==> config.mk <==
export PLATFORM = sky130hd
export DESIGN_NAME = nest_irq_collector
export DESIGN_NICKNAME = d
export VERILOG_FILES = /design/src/rtl/nic_pkg.sv /design/src/rtl/nic_src_bank.sv /design/src/rtl/nic_arbiter.sv /design/src/rtl/nic_service.sv /design/src/rtl/nest_irq_collector.sv
export SDC_FILE = /design/constraint.sdc
export NUM_CORES = 1
export LEC_CHECK = 0
export ABC_AREA = 1
export CAP_MARGIN = 20
export CORE_MARGIN = 2
export CORE_UTILIZATION = 42
export DETAILED_ROUTE_END_ITERATION = 7
export DONT_BUFFER_PORTS = 1
export GPL_TIMING_DRIVEN = 0
export PLACE_DENSITY = 0.65
export REMOVE_ABC_BUFFERS = 1
export SETUP_SLACK_MARGIN = 0.5
export SLEW_MARGIN = 15
export SYNTH_ARGS = -nofsm -noshare
export SYNTH_HDL_FRONTEND = slang
export SYNTH_SLANG_ARGS = --single-unit
export TNS_END_PERCENT = 20
==> constraint.sdc <==
create_clock -name clk -period 62.8 [get_ports clk]
set_clock_uncertainty 0.1 [all_clocks]
set_input_delay 12.56 -clock clk [delete_from_list [all_inputs] [get_ports clk]]
set_output_delay 12.56 -clock clk [all_outputs]
set_load 0.01 [all_outputs]
==> src/rtl/nic_pkg.sv <==
package nic_pkg;

    localparam int unsigned DEF_NUM_SRC = 64;
    localparam int unsigned DEF_PRIO_W  = 2;
    localparam int unsigned DEF_ADDR_W  = 12;
    localparam int unsigned BUS_W       = 32;

    // Alias selected by address bits 3:2 inside a source window
    typedef enum logic [1:0] {
        ALIAS_BASE = 2'd0,
        ALIAS_SET  = 2'd1,
        ALIAS_CLR  = 2'd2,
        ALIAS_NONE = 2'd3
    } alias_e;

    // Control register offsets above the source windows
    localparam int unsigned OFS_STATUS = 'h00;
    localparam int unsigned OFS_VECTOR = 'h10;
    localparam int unsigned OFS_LVLACK = 'h20;

endpackage

==> src/rtl/nic_src_bank.sv <==
module nic_src_bank
    import nic_pkg::*;
#(
    parameter int unsigned NUM_SRC = DEF_NUM_SRC,
    parameter int unsigned PRIO_W  = DEF_PRIO_W,
    localparam int unsigned IDX_W  = $clog2(NUM_SRC),
    localparam int unsigned CFG_W  = PRIO_W + 1
) (
    input  logic                           clk,
    input  logic                           rst_n,
    input  logic                           wr_en,
    input  logic [IDX_W-1:0]               wr_idx,
    input  alias_e                         wr_op,
    input  logic [CFG_W-1:0]               wr_bits,
    output logic [NUM_SRC-1:0][CFG_W-1:0]  cfg_o
);

    typedef struct packed {
        logic [NUM_SRC-1:0][CFG_W-1:0] cfg;
    } bank_t;

    bank_t bank_d, bank_q;

    always_comb begin
        bank_d = bank_q;
        if (wr_en) begin
            unique case (wr_op)
                ALIAS_BASE: bank_d.cfg[wr_idx] = wr_bits;
                ALIAS_SET:  bank_d.cfg[wr_idx] = bank_q.cfg[wr_idx] | wr_bits;
                ALIAS_CLR:  bank_d.cfg[wr_idx] = bank_q.cfg[wr_idx] & ~wr_bits;
                default:    bank_d.cfg[wr_idx] = bank_q.cfg[wr_idx];
            endcase
        end
    end

    always_ff @(posedge clk or negedge rst_n) begin
        if (!rst_n) bank_q <= '0;
        else        bank_q <= bank_d;
    end

    assign cfg_o = bank_q.cfg;

    p_base_write_r2: assert property (@(posedge clk) disable iff (!rst_n)
        (wr_en && wr_op == ALIAS_BASE) |=> cfg_o[$past(wr_idx)] == $past(wr_bits));

    p_set_alias_r2: assert property (@(posedge clk) disable iff (!rst_n)
        (wr_en && wr_op == ALIAS_SET) |=>
            (cfg_o[$past(wr_idx)] & $past(wr_bits)) == $past(wr_bits));

    p_clr_alias_r2: assert property (@(posedge clk) disable iff (!rst_n)
        (wr_en && wr_op == ALIAS_CLR) |=> (cfg_o[$past(wr_idx)] & $past(wr_bits)) == '0);

endmodule

==> src/rtl/nic_arbiter.sv <==
module nic_arbiter
    import nic_pkg::*;
#(
    parameter int unsigned NUM_SRC = DEF_NUM_SRC,
    parameter int unsigned PRIO_W  = DEF_PRIO_W,
    localparam int unsigned IDX_W  = $clog2(NUM_SRC),
    localparam int unsigned CFG_W  = PRIO_W + 1,
    localparam int unsigned NUM_LVL = 1 << PRIO_W
) (
    input  logic [NUM_SRC-1:0]             req,
    input  logic [NUM_SRC-1:0][CFG_W-1:0]  cfg,
    input  logic [NUM_LVL-1:0]             in_svc,
    output logic                           win_valid,
    output logic [IDX_W-1:0]               win_idx
);

    logic [NUM_LVL-1:0] lvl_ok;
    logic [NUM_SRC-1:0] elig;

    // A level may interrupt only if it and every level above it are idle
    for (genvar l = 0; l < NUM_LVL; l++) begin : g_lvl
        assign lvl_ok[l] = ~|(in_svc >> l);
    end

    for (genvar s = 0; s < NUM_SRC; s++) begin : g_src
        assign elig[s] = req[s] & cfg[s][PRIO_W] & lvl_ok[cfg[s][PRIO_W-1:0]];
    end

    logic [PRIO_W-1:0] best_prio;

    always_comb begin
        win_valid = 1'b0;
        win_idx   = '0;
        best_prio = '0;
        for (int s = 0; s < NUM_SRC; s++) begin
            if (elig[s] && (!win_valid || cfg[s][PRIO_W-1:0] > best_prio)) begin
                win_valid = 1'b1;
                win_idx   = IDX_W'(s);
                best_prio = cfg[s][PRIO_W-1:0];
            end
        end
    end

endmodule

==> src/rtl/nic_service.sv <==
module nic_service
    import nic_pkg::*;
#(
    parameter int unsigned NUM_SRC = DEF_NUM_SRC,
    parameter int unsigned PRIO_W  = DEF_PRIO_W,
    localparam int unsigned IDX_W  = $clog2(NUM_SRC),
    localparam int unsigned VEC_W  = IDX_W + 1,
    localparam int unsigned NUM_LVL = 1 << PRIO_W,
    localparam logic [VEC_W-1:0] NONE_VEC = {VEC_W{1'b1}}
) (
    input  logic                            clk,
    input  logic                            rst_n,
    input  logic                            win_valid,
    input  logic [IDX_W-1:0]                win_idx,
    input  logic                            vec_wr,
    input  logic                            ack_wr,
    input  logic [NUM_LVL-1:0]              ack_bits,
    input  logic [NUM_SRC-1:0][PRIO_W-1:0]  src_prio,
    output logic [NUM_LVL-1:0]              in_svc_o,
    output logic [VEC_W-1:0]                vec_o,
    output logic                            irq_o
);

    typedef struct packed {
        logic [NUM_LVL-1:0] in_svc;
        logic [VEC_W-1:0]   vec;
        logic               irq;
    } svc_t;

    svc_t svc_d, svc_q;
    logic [PRIO_W-1:0] cur_lvl;
    logic              cur_real;

    assign cur_real = (svc_q.vec != NONE_VEC);
    assign cur_lvl  = src_prio[svc_q.vec[IDX_W-1:0]];

    always_comb begin
        svc_d     = svc_q;
        svc_d.vec = win_valid ? {1'b0, win_idx} : NONE_VEC;
        svc_d.irq = win_valid && !vec_wr;
        if (vec_wr && cur_real) begin
            svc_d.in_svc[cur_lvl] = 1'b1;
        end
        if (ack_wr) begin
            svc_d.in_svc = svc_d.in_svc & ~ack_bits;
        end
    end

    always_ff @(posedge clk or negedge rst_n) begin
        if (!rst_n) begin
            svc_q.in_svc <= '0;
            svc_q.vec    <= NONE_VEC;
            svc_q.irq    <= 1'b0;
        end else begin
            svc_q <= svc_d;
        end
    end

    assign in_svc_o = svc_q.in_svc;
    assign vec_o    = svc_q.vec;
    assign irq_o    = svc_q.irq;

    p_vec_drop_r6: assert property (@(posedge clk) disable iff (!rst_n)
        vec_wr |=> !irq_o);

    p_vec_mark_r6: assert property (@(posedge clk) disable iff (!rst_n)
        (vec_wr && cur_real) |=> in_svc_o[$past(cur_lvl)]);

    p_irq_named_r5: assert property (@(posedge clk) disable iff (!rst_n)
        irq_o |-> vec_o != NONE_VEC);

    for (genvar l = 0; l < NUM_LVL; l++) begin : g_ack_chk
        p_ack_retire_r8: assert property (@(posedge clk) disable iff (!rst_n)
            (ack_wr && ack_bits[l]) |=> !in_svc_o[l]);
    end

endmodule

==> src/rtl/nest_irq_collector.sv <==
module nest_irq_collector
    import nic_pkg::*;
#(
    parameter int unsigned NUM_SRC = DEF_NUM_SRC,
    parameter int unsigned PRIO_W  = DEF_PRIO_W,
    parameter int unsigned ADDR_W  = DEF_ADDR_W
) (
    input  logic               clk,
    input  logic               rst_n,
    input  logic [NUM_SRC-1:0] src_req,
    input  logic [ADDR_W-1:0]  bus_addr,
    input  logic               bus_wr,
    input  logic [BUS_W-1:0]   bus_wdata,
    output logic [BUS_W-1:0]   bus_rdata,
    output logic               irq
);

    localparam int unsigned IDX_W   = $clog2(NUM_SRC);
    localparam int unsigned CFG_W   = PRIO_W + 1;
    localparam int unsigned VEC_W   = IDX_W + 1;
    localparam int unsigned NUM_LVL = 1 << PRIO_W;
    localparam int unsigned WIN_SH  = IDX_W + 4;
    localparam logic [ADDR_W-1:0] CTRL_BASE = ADDR_W'(NUM_SRC * 16);
    localparam logic [ADDR_W-1:0] A_STATUS  = CTRL_BASE + ADDR_W'(OFS_STATUS);
    localparam logic [ADDR_W-1:0] A_VECTOR  = CTRL_BASE + ADDR_W'(OFS_VECTOR);
    localparam logic [ADDR_W-1:0] A_LVLACK  = CTRL_BASE + ADDR_W'(OFS_LVLACK);

    logic                          in_src;
    logic [IDX_W-1:0]              sel_idx;
    alias_e                        sel_alias;
    logic                          cfg_wr;
    logic                          vec_wr;
    logic                          ack_wr;
    logic [NUM_SRC-1:0][CFG_W-1:0] cfg;
    logic [NUM_SRC-1:0][PRIO_W-1:0] prio;
    logic                          win_valid;
    logic [IDX_W-1:0]              win_idx;
    logic [NUM_LVL-1:0]            in_svc;
    logic [VEC_W-1:0]              vec;

    assign in_src    = (bus_addr >> WIN_SH) == '0;
    assign sel_idx   = bus_addr[WIN_SH-1:4];
    assign sel_alias = alias_e'(bus_addr[3:2]);
    assign cfg_wr    = bus_wr && in_src && (sel_alias != ALIAS_NONE);
    assign vec_wr    = bus_wr && (bus_addr == A_VECTOR);
    assign ack_wr    = bus_wr && (bus_addr == A_LVLACK);

    for (genvar s = 0; s < NUM_SRC; s++) begin : g_prio
        assign prio[s] = cfg[s][PRIO_W-1:0];
    end

    nic_src_bank #(.NUM_SRC(NUM_SRC), .PRIO_W(PRIO_W)) i_bank (
        .clk     (clk),
        .rst_n   (rst_n),
        .wr_en   (cfg_wr),
        .wr_idx  (sel_idx),
        .wr_op   (sel_alias),
        .wr_bits (bus_wdata[CFG_W-1:0]),
        .cfg_o   (cfg)
    );

    nic_arbiter #(.NUM_SRC(NUM_SRC), .PRIO_W(PRIO_W)) i_arb (
        .req       (src_req),
        .cfg       (cfg),
        .in_svc    (in_svc),
        .win_valid (win_valid),
        .win_idx   (win_idx)
    );

    nic_service #(.NUM_SRC(NUM_SRC), .PRIO_W(PRIO_W)) i_svc (
        .clk       (clk),
        .rst_n     (rst_n),
        .win_valid (win_valid),
        .win_idx   (win_idx),
        .vec_wr    (vec_wr),
        .ack_wr    (ack_wr),
        .ack_bits  (bus_wdata[NUM_LVL-1:0]),
        .src_prio  (prio),
        .in_svc_o  (in_svc),
        .vec_o     (vec),
        .irq_o     (irq)
    );

    always_comb begin
        bus_rdata = '0;
        if (in_src && sel_alias == ALIAS_BASE) begin
            bus_rdata[CFG_W-1:0] = cfg[sel_idx];
        end else if (bus_addr == A_STATUS) begin
            bus_rdata[VEC_W-1:0] = vec;
        end
    end

endmodule

### After elaboration in Yosys (flattened, before gate mapping)

Cells that the tools add are included.

| operators by class | value |
|---|---|
| $lt $le $gt $ge | 132 |
| equality and inequality tests | 7 |
| multiplexer cells | 337 |
| bitwise logic cells | 134 |
| reductions and logical operators | 208 |

Operators by type and width:

| operator | number |
|---|---|
| $bwmux 192 | 4 |
| $pmux 192 s3 | 1 |
| $mux 6 | 62 |
| $lt 2x3->1 const B | 65 |
| $mux 1 | 130 |
| $and 1x1->1 | 128 |
| $bmux 1 s2 | 64 |
| $mux 2 | 64 |
| $gt 2x2->1 | 63 |
| $logic_and 1x1->1 | 72 |
| $logic_not 1->1 | 68 |
| $logic_or 1x1->1 | 63 |
| $eq 12x11->1 const B | 3 |
| $bmux 3 s6 | 1 |
| $demux 3 s6 | 1 |
| $lt 6x7->1 const B | 2 |
| $mux 7 | 2 |
| $bmux 2 s6 | 1 |
| $logic_not 12->1 | 1 |
| $mux 4 | 3 |
| $mux 3 | 3 |
| $ne 7x7->1 const B | 1 |
| $ge 6x1->1 const B | 1 |
| $and 4x4->4 | 1 |
| other kinds (14) | 14 |

| storage, ports and cells | value |
|---|---|
| bits in registers | 204 |
| input bits | 111 |
| output and inout bits | 33 |
| logic and storage cells | 885 |

### Depth between registers and ports, before layout

| logic depth | value |
|---|---|
| word-level depth | 259 |
| mapped depth | 480 |
| gate-level depth less buffers | 480 |

### By module

From an unflattened synthesis, not the netlist that was laid out.

| unflattened totals | value |
|---|---|
| cells, all modules | 7045 |
| area, all modules | 35506.6 µm² |

Modules (own cells, without submodules):

| module | times used | cells an instance | area an instance (µm²) | sequential area each (µm²) |
|---|---|---|---|---|
| nic_src_bank | 1 | 4495 | 22816.9 | 4804.6 |
| nic_arbiter | 1 | 1508 | 7976.4 | 0.0 |
| nest_irq_collector | 1 | 590 | 2539.9 | 0.0 |
| nic_service | 1 | 452 | 2173.3 | 309.0 |

### Worst setup path after synthesis

Ideal clock, no wire load.

| timing path | value |
|---|---|
| kind | input-to-reg |
| start | input port src_req[0] |
| end | register i_svc.vec_o[5] (netlist name) |
| library setup time | 0.082 ns |
| data arrival time | 73.395 ns |
| required time | 62.618 ns |
| slack | -10.777 ns |
| cell stages on the path | 405 |
| buffers on the path | 0 |
| path through | nand2_1 -> a21oi_1 -> nand2_1 -> nor2_1 -> ha_1 -> nand2_1 -> o21ai_0 -> nand3_1 -> nand2_1 -> o21ai_0 -> ha_1 -> nand2_1 -> o21ai_1 -> nand2_1 -> nand2_1 -> nand2_1 -> nand2_1 -> ha_1 -> [369 not listed] -> nor2_1 -> o21ai_0 -> nand2_1 -> nand2_1 -> inv_1 -> nand2_1 -> nand2_1 -> ha_1 -> a21oi_1 -> a21oi_1 -> nand2_1 -> nand2_1 -> inv_1 -> nand2_1 -> inv_1 -> nand3_1 -> nor2_2 -> nand2_1 |

RTL lines:

| item | RTL line | text |
|---|---|---|
| start: declaration | nest_irq_collector.sv:10 | `input logic [NUM_SRC-1:0] src_req,` |

==> flow_summary_export.csv <==
group,metric,value,unit
run_status,status,"complete, but fails checks",
run_status,violations,"DRC, setup timing",
synthesis,synthTopCellsByCount,"nand2_1, a21oi_1, inv_1",
synthesis,synth_cell_types,51,
pwr,p_per_area,45.1,nW/µm²
grt,grt_use_total,0.335,
place,gp_congestion,0.932,
synthesis,yosysSeqAreaShare,0.236,
floorplanning,die_h,231,µm
final_layout,stdcell_area,27800,µm²
drt,wl,97.4,mm
setup_path,cpPeakStageDelay,340,ps
drt,detail_route.wl_per_cell,22.6,µm
run,maxCapViolCount,0,
setup_path,path_depth,415,
final_layout,regArea,5120,µm²
synthesis,ys_seq_elements,204,
pwr,internal-power,0.653,mW
final_layout,syn2layout_area_growth,28.1,%
place,port_buffers,0,
grt,grt_pass1_wl,141,mm
clock_tree,clk_latency,590,ps
drt,vias,27200,
pwr,p_switching,0.598,mW
timing,relSlewSlack,0.187,
timing,hold_violations,0,
timing,rsz0062_at_grt,"yes",
timing,layout_setup_ws,-9010,ps
pwr,vdd_drop_max,36.0,µV
pwr,p_leak,11.7,nW
final_layout,drive_above_1_share,0.236,
min_path,whs_path_depth,2,
synthesis,synth.top_cells.by_area,"dfrtp_1, nand2_1, a21oi_1",
floorplanning,io_pins,144,
synthesis,syn_avg_cell_area,6.16,µm²
drt,drtPass1Iterations,8,
synthesis,yosysMostFrequentCell,"nand2_1",
synthesis,synthesis.area,21700,µm²
timing,drv_slew,0,
drt,drc,1,
setup_path,cp_max_fo,6,
setup_path,ff2ff_path_depth,417,
final_layout,nFillCells,4703,
clock_tree,clk_pin_slew,60,ps
grt,grt_max_degree,205,
clock_tree,cts_sinks,204,
floorplanning,core,51200,µm²
grt,grt-ovfl-total,0,
clock_tree,cts-root-buf,"clkbuf_16",
timing,whs,452,ps
clock_tree,h-tree-depth,1,
min_path,min_path_type,"reg2reg",
clock_tree,cts_tree,"yes",
floorplanning,dieArea,53500,µm²
synthesis,async_flop_share,1.00,
synthesis,synth_edf_count,0,
drt,postRouteAntennaNets,0,
final_layout,nNetsFinal,3784,
setup_path,crit_path_frequent_cell,"nand2_2",
setup_path,setup.worst_path.start_class,"primary input",
floorplanning,rows,83,
floorplanning,die_w,231,µm
setup_path,setup.worst_path.end_class,"register",
grt,grt_pass1_vias,24400,
setup_path,crit_family,"simple AND/OR/NAND/NOR gates",
final_layout,multi_input_area,17100,µm²
clock_tree,cts_buffer_depth,3,
pwr,combPwrFrac,0.695,
synthesis,synthCells,3519,
timing,min_period_over_period,1.14,
timing,worst_slew_pin_slew,1200,ps
floorplanning,start_util,0.423,
setup_path,cpMaxStageDelayCell,"o32a_1",
setup_path,cp_num_buf_inv,33,
pwr,pwr-share-seq,0.158,
pwr,sw_frac_of_total,0.478,
setup_path,critPathArrivalTime,72230,ps
synthesis,yosys.area.top_type,"dfrtp_1",
pwr,pwr-share-clk,0.147,
place,post-dp-hpwl,59.0,mm
place,postPlaceCellArea,22700,µm²
timing,fin_crit,71810,ps
grt,grt_antenna_before_repair,8,
setup_path,worst_ep_required_time,63210,ps
setup_path,critical_path_class,"in2reg",
synthesis,ys.flop_type,"dfrtp_1",
drt,drt-vias-per-instance,6.31,
timing,max_freq,0.0139,GHz
synthesis,netlist.area_leader.share,0.227,
timing,setup_viol,6,
clock_tree,cts_buffers,27,
drt,drt_iter0_drc,3607,
synthesis,ys_warn_count,0,
-- final cells by class --
cell class | instances | area share
antenna | 5 | 0.000451
clock buffer | 39 | 0.0296
clock inverter | 10 | 0.00730
inverter | 302 | 0.0418
multi-input combinational | 2826 | 0.617
sequential | 204 | 0.184
tap | 680 | 0.0306
timing repair buffer | 242 | 0.0886
-- cells by family (layout without fill, tap and decap cells) --
logic type	count (synthesis)	count (layout)	share of synthesized area
AOI/OAI and AO/OA	997	997	0.275
and+or+nand+nor	1734	1734	0.354
DFF	204	204	0.236
other	1	30	0.000173
adders and majority gates	70	70	0.0404
buffers and inverters	513	593	0.0942
-- metrics by stage --
stage                     utilization  cells  worst slack, ps  power [mW]  setup TNS (ps)
after floorplan                     -   3332           -10780       0.595          -63760
after global placement          0.424   4012           -17860       0.717         -106040
after detailed placement        0.444   4050           -18200       0.727         -108000
after CTS                       0.488   4168            -9430        1.01          -55420
after global routing            0.542   4306           -11880        1.32          -70440
final                           0.542   4308            -9010        1.25          -53220
-- final timing paths --
kind                       slack (ps)                         end               from
min                               450                    register           register
max reg2reg                      1700              i_svc.vec_o[4]  i_svc.in_svc_o[3]
min in group asynchronous       11570  asynchronous set/reset pin              rst_n
max in group asynchronous       50720  asynchronous set/reset pin              rst_n
max                             -9010              i_svc.vec_o[4]         src_req[0]
min reg2reg                       450                    register           register
-- layout by cell type (no fill, tap or decap), types with 11 or more instances in the layout --
cell type	netlist	routed
nand2_1	1010	906
a21oi_1	349	346
inv_1	283	269
buf_4	26	201
dfrtp_1	197	196
nor2_1	184	178
nand2_2	152	157
a22oi_1	156	156
o21ai_0	249	134
nand3_1	139	124
nor3_1	140	122
nand2_4	1	100
o22ai_1	77	77
a211oi_1	60	60
nand3_2	41	56
ha_4	0	53
o21ai_4	0	50
o21ai_2	0	41
o21ai_1	11	35
clkbuf_16	0	27
buf_16	0	26
conb_1	1	25
o41ai_1	19	19
a32oi_1	19	19
inv_2	10	17
or2_4	0	17
ha_1	70	17
and2_1	17	15
nor3_2	1	15
o32a_1	14	14
or2_2	28	11
-- timing repair --
| action | 4_1_cts | 5_1_grt |
|---|---|---|
| resized for setup | 278 | 305 |
| gates cloned | 0 | 0 |
| setup endpoints to repair | 6 | 6 |
| pin swaps | 103 | 298 |
| buffers inserted | 69 | 132 |
| hold buffers | 0 | 0 |
-- power by group through the flow --
| stage | combinational (mW) | sequential (mW) | clock [mW] |
|---|---|---|---|
| 3_5_place_dp | 0.530 | 0.196 | 0 |
| 3_3_place_gp | 0.517 | 0.200 | 0 |
| 6_report | 0.869 | 0.198 | 0.184 |
| 4_1_cts | 0.628 | 0.195 | 0.184 |
| 2_1_floorplan | 0.409 | 0.186 | 0 |
| 5_1_grt | 0.930 | 0.201 | 0.188 |
-- routing by layer --
| metal | vias up | global-route usage | wire, µm |
|---|---|---|---|
| li1 | 12200 | - | - |
| met1 | 12500 | 0.439 | 36300 |
| met2 | 2003 | 0.504 | 41700 |
| met3 | 484 | 0.0926 | 13400 |
| met4 | 8 | 0.172 | 5960 |
| met5 | - | 0 | 82 |
-- tightest hold or removal path, cell delays in order, from the launching register on --
cell and delay [ps]:
dfrtp_1 360, a21oi_1 50, a21oi_1 100
(Power assumes the default switching activity.)
